**config.mk**
```make
export PLATFORM = sky130hd
export DESIGN_NAME = acc_alu
export DESIGN_NICKNAME = d
export VERILOG_FILES = /design/src/rtl/acc_alu.sv
export SDC_FILE = /design/constraint.sdc
export NUM_CORES = 1
export LEC_CHECK = 0
export BUFFER_PORTS_ARGS = -buffer_cell sky130_fd_sc_hd__buf_2
export CAP_MARGIN = 20
export CORE_MARGIN = 1
export CORE_UTILIZATION = 35
export DETAILED_ROUTE_END_ITERATION = 16
export PLACE_DENSITY_LB_ADDON = 0.08
export SLEW_MARGIN = 20
export SYNTH_ARGS = -nofsm -noshare
export SYNTH_HDL_FRONTEND = slang
export SYNTH_SLANG_ARGS = --single-unit
```
**constraint.sdc**
```tcl
create_clock -name vclk -period 3.14
set_clock_uncertainty 0.2 [all_clocks]
set_input_delay 0.157 -clock vclk [all_inputs]
set_output_delay 0.157 -clock vclk [all_outputs]
set_load 0.02 [all_outputs]
```
**src/rtl/acc_alu.sv**
```systemverilog
module acc_alu (
  input  logic [7:0] acc_i,
  input  logic [7:0] opnd_i,
  input  logic [3:0] flags_i,
  input  logic [3:0] op_i,
  output logic [7:0] result_o,
  output logic       wr_en_o,
  output logic [3:0] flags_o,
  output logic [7:0] flag_byte_o
);
  localparam logic [3:0] OP_ADD = 4'd0, OP_ADC = 4'd1, OP_SUB = 4'd2, OP_SBC = 4'd3;
  localparam logic [3:0] OP_AND = 4'd4, OP_XOR = 4'd5, OP_OR  = 4'd6, OP_CP  = 4'd7;
  localparam logic [3:0] OP_CPL = 4'd8, OP_DAA = 4'd9, OP_SCF = 4'd10, OP_CCF = 4'd11;

  logic z_in, n_in, h_in, c_in;
  assign {z_in, n_in, h_in, c_in} = flags_i;

  logic cy;
  assign cy = (op_i == OP_ADC || op_i == OP_SBC) ? c_in : 1'b0;

  logic [4:0] add_lo, sub_lo;
  logic [8:0] add_w, sub_w;
  assign add_lo = {1'b0, acc_i[3:0]} + {1'b0, opnd_i[3:0]} + {4'd0, cy};
  assign add_w  = {1'b0, acc_i} + {1'b0, opnd_i} + {8'd0, cy};
  assign sub_lo = {1'b0, acc_i[3:0]} - {1'b0, opnd_i[3:0]} - {4'd0, cy};
  assign sub_w  = {1'b0, acc_i} - {1'b0, opnd_i} - {8'd0, cy};

  logic fix_lo, fix_hi;
  logic [7:0] fix, daa_res;
  assign fix_lo  = h_in | (~n_in & (acc_i[3:0] > 4'd9));
  assign fix_hi  = c_in | (~n_in & (acc_i > 8'h99));
  assign fix     = {1'b0, fix_hi, fix_hi, 1'b0, 1'b0, fix_lo, fix_lo, 1'b0};
  assign daa_res = n_in ? acc_i - fix : acc_i + fix;

  assign flag_byte_o = {flags_i, 4'b0000};

  always_comb begin
    result_o = acc_i;
    wr_en_o  = 1'b0;
    flags_o  = flags_i;
    unique case (op_i)
      OP_ADD, OP_ADC: begin
        result_o = add_w[7:0];
        wr_en_o  = 1'b1;
        flags_o  = {add_w[7:0] == 8'd0, 1'b0, add_lo[4], add_w[8]};
      end
      OP_SUB, OP_SBC: begin
        result_o = sub_w[7:0];
        wr_en_o  = 1'b1;
        flags_o  = {sub_w[7:0] == 8'd0, 1'b1, sub_lo[4], sub_w[8]};
      end
      OP_CP: begin
        result_o = sub_w[7:0];
        flags_o  = {sub_w[7:0] == 8'd0, 1'b1, sub_lo[4], sub_w[8]};
      end
      OP_AND: begin
        result_o = acc_i & opnd_i;
        wr_en_o  = 1'b1;
        flags_o  = {(acc_i & opnd_i) == 8'd0, 3'b010};
      end
      OP_XOR: begin
        result_o = acc_i ^ opnd_i;
        wr_en_o  = 1'b1;
        flags_o  = {(acc_i ^ opnd_i) == 8'd0, 3'b000};
      end
      OP_OR: begin
        result_o = acc_i | opnd_i;
        wr_en_o  = 1'b1;
        flags_o  = {(acc_i | opnd_i) == 8'd0, 3'b000};
      end
      OP_CPL: begin
        result_o = ~acc_i;
        wr_en_o  = 1'b1;
        flags_o  = {z_in, 1'b1, 1'b1, c_in};
      end
      OP_DAA: begin
        result_o = daa_res;
        wr_en_o  = 1'b1;
        flags_o  = {daa_res == 8'd0, n_in, 1'b0, fix_hi};
      end
      OP_SCF: flags_o = {z_in, 2'b00, 1'b1};
      OP_CCF: flags_o = {z_in, 2'b00, ~c_in};
      default: ;
    endcase
  end
endmodule


```
**Word level (Yosys, flattened, before mapping)**

Index checks and enable logic that the tools add are counted.

- Register bits after elaboration: 0
- Input port bits: 24
- Output and inout port bits: 21
- Logic and storage cells: 49

- Add/subtract/negate cells: 10
- Magnitude comparators: 2
- Eq/ne operators: 11
- Muxes and demuxes: 5
- Bitwise logic cells: 10
- Reduce and logical (&&, ||, !) cells: 11

Operators by type and width:

| operator | count |
|---|---|
| 8-bit one-hot mux with 7 select lines | 1 |
| 8-bit logical NOT | 6 |
| 4-bit one-hot mux with 9 select lines | 1 |
| 4-bit by 3-bit equality test with 1-bit output, second input constant | 4 |
| 4-bit equality test, second input constant | 4 |
| 8-bit by 8-bit adder with 9-bit output | 1 |
| 9-bit by 1-bit adder with 9-bit output | 1 |
| 9-bit OR reduction | 1 |
| 8-bit by 8-bit subtractor with 9-bit output | 1 |
| 9-bit by 1-bit subtractor with 9-bit output | 1 |
| 8-bit by 7-bit adder with 8-bit output | 1 |
| 8-bit AND | 1 |
| 4-bit by 2-bit equality test with 1-bit output, second input constant | 2 |
| 8-bit > comparator, second input constant | 1 |
| 8-bit two-way mux | 1 |
| 8-bit NOT | 1 |
| 8-bit bitwise OR | 1 |
| 8-bit by 7-bit subtractor with 8-bit output | 1 |
| 8-bit XOR | 1 |
| 4-bit by 4-bit adder with 5-bit output | 1 |
| 5-bit by 1-bit adder with 5-bit output | 1 |
| 4-bit by 4-bit subtractor with 5-bit output | 1 |
| 5-bit by 1-bit subtractor with 5-bit output | 1 |
| 4-bit by 1-bit equality test with 1-bit output, second input constant | 1 |
| other kinds (9) | 13 |

**Logic depth before layout (Yosys ltp)**

- Word-level depth: 7
- Gate-level depth with buffers: 14
- Depth with buffers taken out: 13

**Worst setup path before layout**

No wires, ideal clock.

- Path type: input to output
- Start: input op_i[2]
- End: output flags_o[0]
- Arrival time: 2.912 ns
- Required time: 2.783 ns
- Slack: -0.129 ns
- Stages: 12
- Path buffers: 2
- Cell sequence: buf_2 clkbuf_1 nor2_1 nand3_1 fa_1 fa_1 o21a_1 o221a_2 a31oi_1 xor2_1 nand2_1 a31oi_1

- Word-level cells in the longest chain between the ends: 5
- Elaborated cells on any way between the ends: 19
- Those cells by class: add/sub: 2; eq/ne: 11; mux: 2; reduce/logical: 4

RTL lines:

| element | RTL line | source |
|---|---|---|
| start: declaration | 5 | `input logic [3:0] op_i,` |
| 4-bit by 1-bit equality test with 1-bit output or 4-bit by 2-bit equality test with 1-bit output (tied branches) | 19, 41 |  |
| 1-bit logical OR | 19 | `assign cy = (op_i == OP_ADC \|\| op_i == OP_SBC) ? c_in : 1'b0;` |
| 1-bit two-way mux | 19 |  |
| 9-bit by 1-bit subtractor with 9-bit output or 9-bit by 1-bit adder with 9-bit output (tied branches) | 26, 24 |  |
| 4-bit one-hot mux with 9 select lines * | 41 | `unique case (op_i)` |
| end: declaration | 8 | `output logic [3:0] flags_o,` |

Every way passes the cells marked *; elsewhere a longest branch is shown, timed or not.

**Final worst setup path**

- Start: input acc_i[2]
- End: output result_o[7]

- Word-level cells in the longest chain between the ends: 6
- Elaborated cells on any way between the ends: 14
- Those cells by class: add/sub: 6; order compare: 2; mux: 2; bitwise: 4

RTL lines:

| element | RTL line | source |
|---|---|---|
| start: declaration | 2 | `input logic [7:0] acc_i,` |
| 8-bit > comparator or 4-bit > comparator (tied branches) | 31, 30 |  |
| 1-bit AND, on equally long branches | 31, 30 |  |
| 1-bit bitwise OR, on equally long branches | 31, 30 |  |
| 8-bit by 7-bit adder with 8-bit output or 8-bit by 7-bit subtractor with 8-bit output (tied branches) | 33 | `assign daa_res = n_in ? acc_i - fix : acc_i + fix;` |
| 8-bit two-way mux | 33 |  |
| 8-bit one-hot mux with 7 select lines * | 41 |  |
| end: declaration | 6 | `output logic [7:0] result_o,` |

Marks and branches as above.

==> metrics <==
worst hold path type=in2out; Layout Nets=470; top cells by area, synth=ha_1 (20%), a21oi_1 (5.6%), o21ai_0 (5.2%); cell area after layout=2970 um^2; Layout Utilization=a little under half; failing checks=negative setup slack; CP Max Fanout=3; pwr dens=217 nW/um^2; DPL Wire Length=~6.9 mm; number of diodes=0; DR vias=about 2900; final-report max-slew violation count=0; minimum clock period=approximately 3.2 ns; Routed WL=between 8 and 9 mm; global-route wire length before repair=roughly 14 mm; pre-CTS WS=-0.238 ns; Fin Hold WS=between 0.3 and 0.4 ns; RSZ-0062 raised after global routing=true; crit end category=output port; core footprint=about 6300 um^2; Synth top area share=about 20%; largest net degree at the start of global routing=34; critical path cell sequence=buf_8 > o21ai_4 > buf_6 > o211ai_1 > a31oi_1 > ha_1 > nand2_1 > o21ai_2 > ha_4 > o21a_1 > a21o_1 > a21oi_2 > or3_1 > a32oi_1 > o22a_1 > buf_6; placed insts=around 470; critical path class=in2out; largest stage delay on the critical path=roughly 0.36 ns; area of the mapped netlist=between 2000 and 2500 um^2; Final setup violation count=1; Least-Margin Pin Slew=roughly 0.56 ns; Crit path required time=2.78 ns; Cell variety after synth=59; Seq Cell Count=0; Yosys warning total=0; clkbuf count=0; crit path launch type=input pin; Cell Count, Final, Fillers Out=480; Arr. time, crit path=2.80 ns; commonest non-fill, non-tap cell in the layout=buf_4; Static Leak=between 1 and 1.5 nW; GRT Resource Usage Total=around a quarter; slack of the critical path=-0.0192 ns; register area=0 um^2; layout cell share with drive strength beyond 1=27.0%; Initial Util=between 30% and 40%; drt wl/cell=between 15 and 20 um; vias in the first global route=roughly 2600; area delta synth->final=28.7%; final critical-path share of the clock period=101%; Cell Rows=29; status=complete, but fails checks; Final ANT Viol Nets=0; routed vias/inst=between 5 and 6; CP Launch Point=acc_i[2]; input/output buffers=41; # hold bufs at CTS=0; Final Power=approximately 0.64 mW; Post-DP Area=2780 um^2; initial antenna violation count=0; die height=~83 um; GRT overflow=0; Die X=between 80 and 90 um; critical path's slowest cell=or3_1; Synth Area per Inst=about 6.8 um^2; Most Frequent Cell on Critical Path=buf_6; most frequent cells in the layout=buf_4 (42), buf_2 (35), ha_1 (33), inv_1 (32), nor2_1 (26); drt drc=0; RePlAce Congestion=0.930; area leader, netlist=ha_1; FMAX=0.317 GHz; Max Cap Viol=0; Initial DRT Pass Iterations=5; I/O pins=between 40 and 50; slew margin rel.=~63%; Iteration-0 DRC Markers=about 310; final hold violation count=0; crit path to=result_o[7]; VDD IR-drop max=between 0.1 and 0.15 mV; setup TNS=-0.0192 ns; gate count of the mapped netlist=between 300 and 400; post-synthesis sequential area ratio=0%; die area=~6900 um^2
==> final cells by class <==
type	count	area, um^2
multi-input cells	288	2190
repair buffers	83	562
inverters	32	120
fillers	674	3380
well taps	77	96.3
==> cell usage after synthesis (all sizes together), types with 5 or more instances <==
cell type   n
ha         36
inv        32
nor2       27
a21oi      26
o21ai      26
nand2      20
buf        17
nand3       9
nor2b       9
o21a        9
a211oi      8
or3         8
a21o        7
nor3        7
a31oi       6
clkbuf      6
fa          5
o211ai      5
xnor2       5
xor2        5
==> worst max-delay path: cells and delay by family <==
kind	cells	cell delay [ns]
AOI/OAI and AO/OA	9	1.30
adders and majority gates	2	0.54
buffers and inverters	3	0.35
and+or+nand+nor	2	0.44
==> power breakdown <==
part           internal, mW  switching, mW
clock                     0              0
sequential                0              0
combinational         0.276          0.369
total                 0.276          0.369
==> cells by family (layout without fill, tap and decap cells) <==
logic type | after synthesis | in the layout | share of synthesized area, %
compound gates | 128 | 128 | 37.9
simple gates | 103 | 103 | 22.6
buf+inv | 55 | 115 | 10.8
fa+ha+maj | 41 | 41 | 23.8
xor+xnor | 10 | 10 | 3.79
mux | 2 | 2 | 0.867
other cells | 1 | 4 | 0.162
==> repair_timing <==
action,in CTS,in global routing
pin swaps,10,9
resized for setup,20,14
setup endpoints to repair,6,6
buffers inserted,5,1
==> worst min path at each step <==
stage	from	to	slack [ns]	cells past startpoint
global route	flags_i[3]	flag_byte_o[7]	0.37	2
CTS	flags_i[3]	flag_byte_o[7]	0.36	2
finish	flags_i[3]	flag_byte_o[7]	0.36	2
floorplan	flags_i[0]	flag_byte_o[4]	0.23	1
global placement	flags_i[3]	flag_byte_o[7]	0.35	2
detailed placement	flags_i[3]	flag_byte_o[7]	0.36	2
==> per-layer routing <==
| layer | part of all wire [%] | global-route usage (%) |
|---|---|---|
| met5 | 0 | 0 |
| met1 | 45 | 35.3 |
| met2 | 44 | 37.6 |
| met4 | 3.1 | 7.37 |
| met3 | 8.4 | 3.08 |
Power figures use the tool's default switching activity.
